==> src/rtl/wake_ctl_pkg.sv <==
package wake_ctl_pkg;
  typedef struct packed {
    logic force_on;
    logic window;
    logic extend;
  } wake_src_t;
endpackage

==> src/rtl/wake_near_det.sv <==
module wake_near_det #(
  parameter int LINE_W     = 13,
  parameter int NEAR_LINES = 5
) (
  input  logic [LINE_W-1:0] target_i,
  input  logic [LINE_W-1:0] line_i,
  output logic              near_o
);
  localparam int DW = LINE_W + 1;
  logic [DW-1:0] diff;

  always_comb begin
    diff   = {1'b0, target_i} - {1'b0, line_i};
    // sign bit set means the target is already behind
    near_o = !diff[DW-1] && (diff < DW'(NEAR_LINES));
  end
endmodule

==> src/rtl/wake_force_reg.sv <==
module wake_force_reg (
  input  logic clk_i,
  input  logic rst_ni,
  input  logic set_i,
  input  logic clr_i,
  output logic force_o
);
  logic force_q;

  always_ff @(posedge clk_i or negedge rst_ni) begin
    if (!rst_ni)      force_q <= 1'b0;
    else if (set_i)   force_q <= 1'b1;
    else if (clr_i)   force_q <= 1'b0;
  end

  assign force_o = force_q;

  p_force_sticky_r7: assert property (@(posedge clk_i) disable iff (!rst_ni)
    (force_q && !clr_i) |=> force_q);
  p_force_set_r2: assert property (@(posedge clk_i) disable iff (!rst_ni)
    set_i |=> force_q);
endmodule

==> src/rtl/wake_window.sv <==
module wake_window #(
  parameter int LINE_W = 13
) (
  input  logic              clk_i,
  input  logic              rst_ni,
  input  logic              commit_i,
  input  logic              wait_i,
  input  logic              en_i,
  input  logic [LINE_W-1:0] target_i,
  input  logic [LINE_W-1:0] line_i,
  input  logic [LINE_W-1:0] vbl_line_i,
  input  logic              busy_i,
  input  logic              block_ext_i,
  output logic              win_o,
  output logic              ext_o
);
  logic mode_q, win_q, ext_q;
  logic at_vbl, at_tgt, win_end;

  assign at_vbl  = (line_i == vbl_line_i);
  assign at_tgt  = (line_i == target_i);
  assign win_end = win_q && at_vbl;

  always_ff @(posedge clk_i or negedge rst_ni) begin
    if (!rst_ni) begin
      mode_q <= 1'b0;
      win_q  <= 1'b0;
      ext_q  <= 1'b0;
    end else begin
      if (commit_i)     mode_q <= wait_i;
      else if (win_end) mode_q <= 1'b0;

      if (at_vbl)                       win_q <= 1'b0;
      else if (mode_q && en_i && at_tgt) win_q <= 1'b1;

      if (!busy_i)                        ext_q <= 1'b0;
      else if (win_end && !block_ext_i)   ext_q <= 1'b1;
    end
  end

  assign win_o = win_q;
  assign ext_o = ext_q;

  p_win_end_r5: assert property (@(posedge clk_i) disable iff (!rst_ni)
    (win_q && at_vbl) |=> !win_q);
  p_ext_release_r6: assert property (@(posedge clk_i) disable iff (!rst_ni)
    !busy_i |=> !ext_q);
  p_disarm_r8: assert property (@(posedge clk_i) disable iff (!rst_ni)
    (commit_i && !wait_i) |=> !mode_q);
endmodule

==> src/rtl/wake_ctl_top.sv <==
module wake_ctl_top
  import wake_ctl_pkg::*;
#(
  parameter int LINE_W     = 13,
  parameter int NEAR_LINES = 5
) (
  input  logic              clk_i,
  input  logic              rst_ni,
  input  logic              wake_en_i,
  input  logic [LINE_W-1:0] target_line_i,
  input  logic [LINE_W-1:0] cur_line_i,
  input  logic [LINE_W-1:0] vblank_line_i,
  input  logic              wait_vblank_i,
  input  logic              commit_i,
  input  logic              force_set_i,
  input  logic              force_clr_i,
  input  logic              block_ext_i,
  input  logic              engine_busy_i,
  output logic              wake_o
);
  wake_src_t src;
  logic      near, near_hit;

  wake_near_det #(.LINE_W(LINE_W), .NEAR_LINES(NEAR_LINES)) u_near (
    .target_i (target_line_i),
    .line_i   (cur_line_i),
    .near_o   (near)
  );

  assign near_hit = commit_i && wait_vblank_i && wake_en_i && near;

  wake_force_reg u_force (
    .clk_i   (clk_i),
    .rst_ni  (rst_ni),
    .set_i   (near_hit || force_set_i),
    .clr_i   (force_clr_i),
    .force_o (src.force_on)
  );

  wake_window #(.LINE_W(LINE_W)) u_win (
    .clk_i       (clk_i),
    .rst_ni      (rst_ni),
    .commit_i    (commit_i),
    .wait_i      (wait_vblank_i),
    .en_i        (wake_en_i),
    .target_i    (target_line_i),
    .line_i      (cur_line_i),
    .vbl_line_i  (vblank_line_i),
    .busy_i      (engine_busy_i),
    .block_ext_i (block_ext_i),
    .win_o       (src.window),
    .ext_o       (src.extend)
  );

  assign wake_o = |src;

  p_near_commit_r2: assert property (@(posedge clk_i) disable iff (!rst_ni)
    near_hit |=> wake_o);
  p_no_src_disabled_r9: assert property (@(posedge clk_i) disable iff (!rst_ni)
    (!wake_en_i && !src.force_on && !force_set_i && !engine_busy_i) |=> !src.force_on);
endmodule

==> config.mk <==
export PLATFORM = sky130hd
export DESIGN_NAME = wake_ctl_top
export DESIGN_NICKNAME = d
export VERILOG_FILES = /design/src/rtl/wake_ctl_pkg.sv /design/src/rtl/wake_near_det.sv /design/src/rtl/wake_force_reg.sv /design/src/rtl/wake_window.sv /design/src/rtl/wake_ctl_top.sv
export SDC_FILE = /design/constraint.sdc
export NUM_CORES = 1
export LEC_CHECK = 0
export ABC_CLOCK_PERIOD_IN_PS = 800
export BUFFER_PORTS_ARGS = -buffer_cell sky130_fd_sc_hd__buf_2
export CORE_MARGIN = 3
export CORE_UTILIZATION = 42
export DETAILED_ROUTE_END_ITERATION = 7
export PLACE_DENSITY = 0.79
export SYNTH_ARGS = -nofsm -noshare
export SYNTH_HDL_FRONTEND = slang
export SYNTH_SLANG_ARGS = --single-unit
export TNS_END_PERCENT = 20
==> constraint.sdc <==
create_clock -name clk_i -period 0.8 [get_ports clk_i]
set_input_delay 0.08 -clock clk_i [delete_from_list [all_inputs] [get_ports clk_i]]
set_output_delay 0.08 -clock clk_i [all_outputs]
set_load 0.01 [all_outputs]
## Word level (Yosys, flattened, before mapping)

Cells that the tools add are included.

| word-level totals | value |
|---|---|
| bits in registers | 4 |
| input bits | 48 |
| output and inout bits | 1 |
| logic and storage cells | 32 |

| cells by class | value |
|---|---|
| add/sub/neg operators | 1 |
| $lt $le $gt $ge | 1 |
| eq/ne operators | 3 |
| multiplexer cells | 8 |
| reductions and logical operators | 15 |

Operator list:

| cell | number |
|---|---|
| $eq 13x13->1 | 2 |
| $lt 14x3->1 const B | 1 |
| $sub 13x13->14 | 1 |
| $logic_and 1x1->1 | 8 |
| $mux 1 | 8 |
| $reduce_bool 2->1 | 3 |
| $reduce_or 3->1 | 1 |
| $logic_not 1->1 | 2 |
| $ne 2x1->1 const B | 1 |
| $logic_or 1x1->1 | 1 |

## Longest topological paths before layout

Gate-level depths: netlist of the first run.

| logic depth | value |
|---|---|
| depth after elaboration | 6 |
| depth in mapped cells | 10 |
| gate-level depth less buffers | 10 |

## Modules after synthesis

From an unflattened synthesis of the first run, not the netlist that was laid out.

| unflattened totals | value |
|---|---|
| cell total of the unflattened synthesis | 147 |
| area total of the unflattened synthesis | 1132.3 um2 |

Modules (own cells, without submodules):

| module | times used | cells each | area each (um2) | sequential area each (um2) |
|---|---|---|---|---|
| wake_near_det | 1 | 94 | 661.9 | 0.0 |
| wake_window | 1 | 48 | 417.9 | 75.1 |
| wake_force_reg | 1 | 3 | 36.3 | 25.0 |
| wake_ctl_top | 1 | 2 | 16.3 | 0.0 |

## Least setup slack after synthesis of the first run

Ideal clock, no wire load.

| path | value |
|---|---|
| path type | input -> register |
| start | input port target_line_i[0] |
| end | register u_force.force_q (netlist: u_force.force_o) |
| setup time | 76 ps |
| arrival | 1730 ps |
| data required time | 724 ps |
| setup slack | -1007 ps |
| stages on the path | 9 |
| path buffers | 0 |
| cell sequence | inv_1 ha_1 fa_1 xor2_1 a21oi_1 or4_1 nor3_2 nand4_1 o21ai_1 |

| on the way | value |
|---|---|
| cells in the longest elaborated chain, start to end | 6 |
| elaborated cells between the ends (all ways) | 8 |
| those cells by class | 1 x add/sub; 1 x order compare; 1 x mux; 5 x reduce/logical |

Ends and longest elaborated chain:

| element | RTL line | source |
|---|---|---|
| start: declaration | wake_ctl_top.sv:10 | `input logic [LINE_W-1:0] target_line_i,` |
| $sub 13x13->14 (*) | wake_near_det.sv:13 | `diff = {1'b0, target_i} - {1'b0, line_i};` |
| $lt 14x3->1 or $logic_not 1->1 (tied branches) | wake_near_det.sv:15 | `near_o = !diff[DW-1] && (diff < DW'(NEAR_LINES));` |
| $logic_and 1x1->1 (*) | wake_near_det.sv:15 |  |
| $logic_and 1x1->1 (*) | wake_ctl_top.sv:30 | `assign near_hit = commit_i && wait_vblank_i && wake_en_i && near;` |
| $logic_or 1x1->1 (*) | wake_ctl_top.sv:35 | `.set_i (near_hit \|\| force_set_i),` |
| $mux 1 or $reduce_bool 2->1 (tied branches) | - |  |
| end signal: assignment | wake_force_reg.sv:11 | `if (!rst_ni) force_q <= 1'b0;` |
| end signal: assignment | wake_force_reg.sv:12 | `else if (set_i) force_q <= 1'b1;` |
| end signal: assignment | wake_force_reg.sv:13 | `else if (clr_i) force_q <= 1'b0;` |
| end: declaration | wake_force_reg.sv:8 | `logic force_q;` |

Mark *: on every way between the ends. The rest lies on a longest branch, timed or not.
A chain may end at the register's enable or synchronous reset.

## Final worst setup path of the first run

Ends and elaborated chain as after synthesis.

==> results.json, run 1 <==
{
  "grt_antenna_before_repair": 0,
  "syn_to_final_growth_pct": 70.9,
  "cts.path.max_buffers": 2,
  "setup_viol": 5,
  "cp-end-kind": "flop",
  "overflow": 0,
  "crit_type": "in -> reg",
  "utilization_pct": 78.4,
  "cp_top_family": "simple AND/OR/NAND/NOR gates",
  "crit_slowest_cell": "or4_4",
  "start_kind": "input port",
  "initialDrtViolationCount": 57,
  "fmax_ghz": 0.597,
  "tightest_slew_ns": 0.398,
  "cp_num_buf_inv": 2,
  "cts_made_buffers": 3,
  "grt_pass1_vias": 1490,
  "yosys.cell_types.count": 38,
  "syn_inst": 145,
  "postRouteAntennaNets": 0,
  "hpwl_um": 2900,
  "fin_ws_ns": -0.875,
  "dp_cells": 262,
  "track_usage_pct": 23.4,
  "hold_path.class": "in -> reg",
  "p_leak_nw": 0.908,
  "core_um2": 2300,
  "hold_path_depth": 3,
  "hold_viol_final": 0,
  "cap_viol_max_count": 0,
  "min_period_over_period_pct": 209,
  "report.final.slew_viol_count": 0,
  "path_depth": 10,
  "crit_chain": "buf_8 -> inv_8 -> ha_4 -> fa_2 -> xor2_2 -> a21oi_2 -> or4_4 -> nor3_2 -> nand4_1 -> o21ai_1",
  "routed_wl_um": 3780,
  "syn-cell-area_um2": 1050,
  "worst_ir_drop_vdd_v": 0.000729,
  "status": "finished, violations left",
  "vias": 1436,
  "fp-row-count": 17,
  "synth_fp_nets": 207,
  "fp.dieArea_um2": 3150,
  "clkTransAtPathRegs_ns": 0.04,
  "cts_root_buf": "clkbuf_4",
  "cts.htree.levels": 1,
  "numClockSinks": 4,
  "grt_setup_unrepaired": "true",
  "ys_warn_count": 0,
  "die-width_um": 56.1,
  "drive_above_1_share_pct": 49.6,
  "start_util_pct": 45.9,
  "wl_per_cell_um": 14.2,
  "period_needed_ns": 1.67,
  "yosysSeqAreaShare_pct": 9.50,
  "cp.arrival_ns": 1.85,
  "slowest_delay_ns": 0.48,
  "portBuffers": 48,
  "grt_max_degree": 7,
  "relSlewSlack_pct": 73.2,
  "powerDensity_nw_per_um2": 913,
  "fin_nets": 302,
  "crit_fanout": 2,
  "dr.pass1.iters": 4,
  "cts_tree": "yes",
  "route.detailed.drc": 0,
  "synth.ff_latch_count": 4,
  "cp.required_ns": 0.98,
  "gp_congestion": 0.908,
  "fin_cells": 266,
  "finClkSkew_ns": 0.00902,
  "io_pins": 49,
  "filler_cell_count": 163,
  "syn_avg_cell_area_um2": 7.27,
  "tns_ns": -3.31,
  "violations": "setup timing",
  "diodes": 0,
  "grt_pass1_wl_um": 5960,
  "dpl_worst_slack_ns": -1.13,
  "clock_latency_ns": 0.26,
  "holdWs_ns": 0.0454,
  "die_height_um": 56.1,
  "reg2regPathDepth": 4,
  "vias_per_cell": 5.40
}
==> path summary, 6_finish.rpt <==
kind                                        from              end  slack [ns]
worst max-delay path            target_line_i[0]  u_force.force_o       -0.87
worst min-delay path               wait_vblank_i     u_win.mode_q        0.05
worst max register to register      u_win.mode_q      u_win.win_o       -0.35
worst min register to register      u_win.mode_q     u_win.mode_q        0.53
max in group asynchronous                 rst_ni      u_win.win_o        0.52
min in group asynchronous                 rst_ni     u_win.mode_q        0.15
==> worst register-to-register path: cells and delay by family (launching register included) <==
family	cells	cell delay, ns
flops	1	0.34
simple gates	4	0.72
==> where the power goes <==
group          internal (mW)  switching (mW)
sequential             0.211         0.00447
clock                  0.170           0.118
combinational          0.605           0.535
==> metal layers <==
layer  track usage, %  vias up  wire length, µm
met5                0        -                0
met4             11.5        0              159
met3             4.64       15              206
met2             42.6       53             1910
met1             25.4      666             1500
li1                 -      702                -
==> layout by cell type, fill, tap and decap left out, types with 3 or more instances in the layout <==
cell type	synthesis	layout
buf_4	0	42
xnor2_1	9	9
inv_1	17	14
nand2_1	13	13
nand3_1	4	4
nand4_1	5	5
buf_2	0	44
a21oi_2	2	5
nor2_1	8	8
nor3b_1	3	3
dfrtp_1	4	4
o22ai_1	3	3
ha_1	13	8
xor2_1	12	11
ha_4	0	3
a21oi_1	14	11
clkbuf_4	0	3
o21ai_0	7	7
==> layout make-up <==
| type | instances | area [µm²] | area share, % |
|---|---|---|---|
| well taps | 28 | 35.0 | 1.95 |
| multi-input cells | 123 | 971 | 53.9 |
| inverters | 17 | 73.8 | 4.10 |
| flip-flops and latches | 4 | 100 | 5.56 |
| clock buffers | 3 | 22.5 | 1.25 |
| repair buffers | 91 | 598 | 33.2 |
==> sequential cells by signal, indices dropped and copies added, names as in the netlist <==
name / cells
u_force.force_o: 1
u_win.ext_o: 1
u_win.mode_q: 1
u_win.win_o: 1
==> per-stage QoR <==
| stage | instance area [µm²] | total power [mW] |
|---|---|---|
| floorplan | 1100 | 0.783 |
| global placement | 1680 | 1.21 |
| detailed placement | 1680 | 1.25 |
| CTS | 1740 | 1.56 |
| global route | 1800 | 1.78 |
| finish | 1800 | 1.64 |
==> synthesized netlist by cell type, drive strengths merged <==
cell type / n / area (µm²)
a211o: 1 / 8.76
nor4: 3 / 18.8
nand4: 5 / 31.3
xnor2: 9 / 78.8
or3: 1 / 6.26
o22ai: 3 / 18.8
dfrtp: 4 / 100
o21a: 1 / 7.51
nor3: 3 / 20.0
nor3b: 3 / 22.5
buf: 1 / 11.3
nand2b: 3 / 21.3
o32ai: 1 / 8.76
nor2: 8 / 30.0
ha: 13 / 163
o41ai: 1 / 16.3
nand3b: 1 / 7.51
nand2: 14 / 55.1
nor2b: 1 / 6.26
inv: 17 / 63.8
nand3: 4 / 20.0
a2111oi: 1 / 8.76
a21oi: 16 / 87.6
a21o: 2 / 15.0
or4: 1 / 7.51
a31oi: 1 / 12.5
or2: 2 / 12.5
fa: 1 / 20.0
o2111ai: 2 / 17.5
and2: 1 / 6.26
o21ai: 9 / 45.0
xor2: 12 / 105
==> kinds of logic (layout without fill, tap and decap cells) <==
kind of cell             count (synthesis)  in the layout  synth area share, %
AO/OA/AOI/OAI                           38             38                 23.4
XOR/XNOR                                21             21                 17.5
adder cells (fa/ha/maj)                 14             14                 17.3
buffers and inverters                   18            111                 7.13
flip-flops                               4              4                 9.50
AND/OR/NAND/NOR                         50             50                 25.2
==> what timing repair did <==
action | CTS | global route
buffers inserted | 0 | 0
hold endpoints to repair | 4 | 0
hold buffers | 1 | 0
pin swaps | 14 | 12
endpoints found under the setup margin | 5 | 5
gates resized for setup | 10 | 14
No activity file was read; power rests on OpenSTA's default activity.
==> run 2: changes to the inputs <==
- CTS_BUF_LIST: unset -> sky130_fd_sc_hd__clkbuf_16
==> results.json, run 2 (synthesis gave the netlist of run 1 again) <==
{
  "status": "finished, violations left",
  "violations": "setup timing",
  "cts_root_buf": "clkbuf_16",
  "diodes": 0,
  "route.detailed.drc": 0,
  "crit_chain": "buf_8 -> inv_8 -> ha_4 -> fa_2 -> a21oi_2 -> or4_4 -> nor3_4 -> nand4_1 -> o21ai_1",
  "multi_input_comb_area_um2": 985,
  "fp-row-count": 17,
  "holdWs_ns": 0.0922,
  "routed_wl_um": 4490,
  "slowest_delay_ns": 0.54,
  "syn_to_final_growth_pct": 76.0,
  "hold_viol_final": 0,
  "period_needed_ns": 1.72,
  "relSlewSlack_pct": 80.1,
  "io_pins": 49,
  "postRouteAntennaNets": 0,
  "fin_nets": 302,
  "fp.dieArea_um2": 3150,
  "grt_pass1_vias": 1632,
  "powerDensity_nw_per_um2": 1200,
  "grt_antenna_before_repair": 0,
  "track_usage_pct": 26.9,
  "report.final.slew_viol_count": 0,
  "vias": 1541,
  "r2r_slack_ns": -0.33,
  "start_util_pct": 45.9,
  "start_kind": "input port",
  "wl_per_cell_um": 16.9,
  "min_period_over_period_pct": 215,
  "cp.arrival_ns": 1.87,
  "power_mw": 2.22,
  "cts.path.max_buffers": 2,
  "grt_setup_unrepaired": "true",
  "portBuffers": 48,
  "mostFrequentLayoutCells": "buf_2, buf_4, inv_1",
  "final_cell_area_um2": 1850,
  "finClkSkew_ns": 0.00584,
  "clock_latency_ns": 0.23,
  "tns_ns": -3.12,
  "reg2reg_to": "u_win.win_o",
  "fin_ws_ns": -0.916,
  "clkTransAtPathRegs_ns": 0.04,
  "cts_setup_buffers": 0,
  "die_height_um": 56.1,
  "crit_slowest_cell": "fa_2",
  "p_leak_nw": 0.937,
  "fmax_ghz": 0.583,
  "worst_ir_drop_vdd_v": 0.00136,
  "r2r_start": "u_win.mode_q",
  "grt_pass1_wl_um": 6870,
  "min-delay-start": "force_set_i",
  "cts_tree": "yes",
  "cts.htree.levels": 1,
  "crit_type": "in -> reg",
  "hpwl_um": 2900,
  "tightest_slew_ns": 0.298,
  "reg2regPathDepth": 4,
  "die-width_um": 56.1,
  "hold_path_depth": 3,
  "hold_path.class": "in -> reg",
  "drive_above_1_share_pct": 49.6,
  "crit_fanout": 2,
  "numClockSinks": 4,
  "cp-end-kind": "flop",
  "cp.required_ns": 0.95,
  "dr.pass1.iters": 4,
  "hold_end": "u_force.force_o",
  "cap_viol_max_count": 0,
  "filler_cell_count": 148,
  "overflow": 0,
  "vias_per_cell": 5.79,
  "postPlaceCellArea_um2": 1680,
  "setup_viol": 5,
  "core_um2": 2300,
  "seqCellArea_um2": 100,
  "gp_congestion": 0.908,
  "grt_max_degree": 7,
  "final_common_cell": "buf_2",
  "cts_made_buffers": 3,
  "initialDrtViolationCount": 89
}
-- run 2: cell counts in the layout (fill, tap and decap cells not counted) --
No cell type changed its count.
-- run 2: where the power goes --
group          leakage (nW)  total, mW  switching (mW)  internal [mW]
sequential           0.0509      0.218         0.00598          0.212
clock                0.0370      0.816           0.174          0.642
combinational         0.850       1.19           0.587          0.603
-- run 2: metrics by stage --
stage / util (%) / setup WS (ns) / std cells
final: 80.7 / -0.916 / 266
after global routing: 80.7 / -0.965 / 266
after CTS: 78.7 / -0.861 / 266
after detailed placement: 73.1 / -1.13 / 262
after global placement: 73.1 / -1.11 / 262
after floorplan: - / -0.897 / 145
-- run 2: what timing repair did --
item / CTS / global route
gates resized for setup: 13 / 9
pin swaps: 15 / 4
hold buffers: 1 / 0
setup endpoints to repair: 5 / 5
hold endpoints to repair: 4 / 0
-- run 2: layer usage --
metal | vias to the layer above | global-route usage (%) | wire (µm)
li1 | 704 | - | -
met1 | 716 | 27.7 | 1630
met2 | 97 | 50.6 | 2300
met3 | 24 | 5.80 | 390
met4 | 0 | 12.5 | 171
met5 | - | 0 | 0
-- run 2: worst max-delay path by stage --
stage / slack, ns / end / start
final: -0.92 / u_force.force_o / target_line_i[0]
after global routing: -0.96 / u_force.force_o / target_line_i[0]
after CTS: -0.86 / u_force.force_o / target_line_i[0]
after detailed placement: -1.13 / u_force.force_o / target_line_i[0]
after global placement: -1.11 / u_force.force_o / target_line_i[0]
after floorplan: -0.90 / u_force.force_o / target_line_i[0]
-- run 2: layout make-up --
cell class,instances,share of cell area [%]
inverters,17,3.85
flip-flops and latches,4,5.40
multi-input cells,123,53.1
repair buffers,91,31.7
clock buffers,3,4.05
well taps,28,1.89
-- run 2: critical path, delay by kind of cell --
kind,cells,cell delay [ns]
adder cells (fa/ha/maj),2,0.69
AND/OR/NAND/NOR,3,0.76
AO/OA/AOI/OAI,2,0.21
buffers and inverters,2,0.12
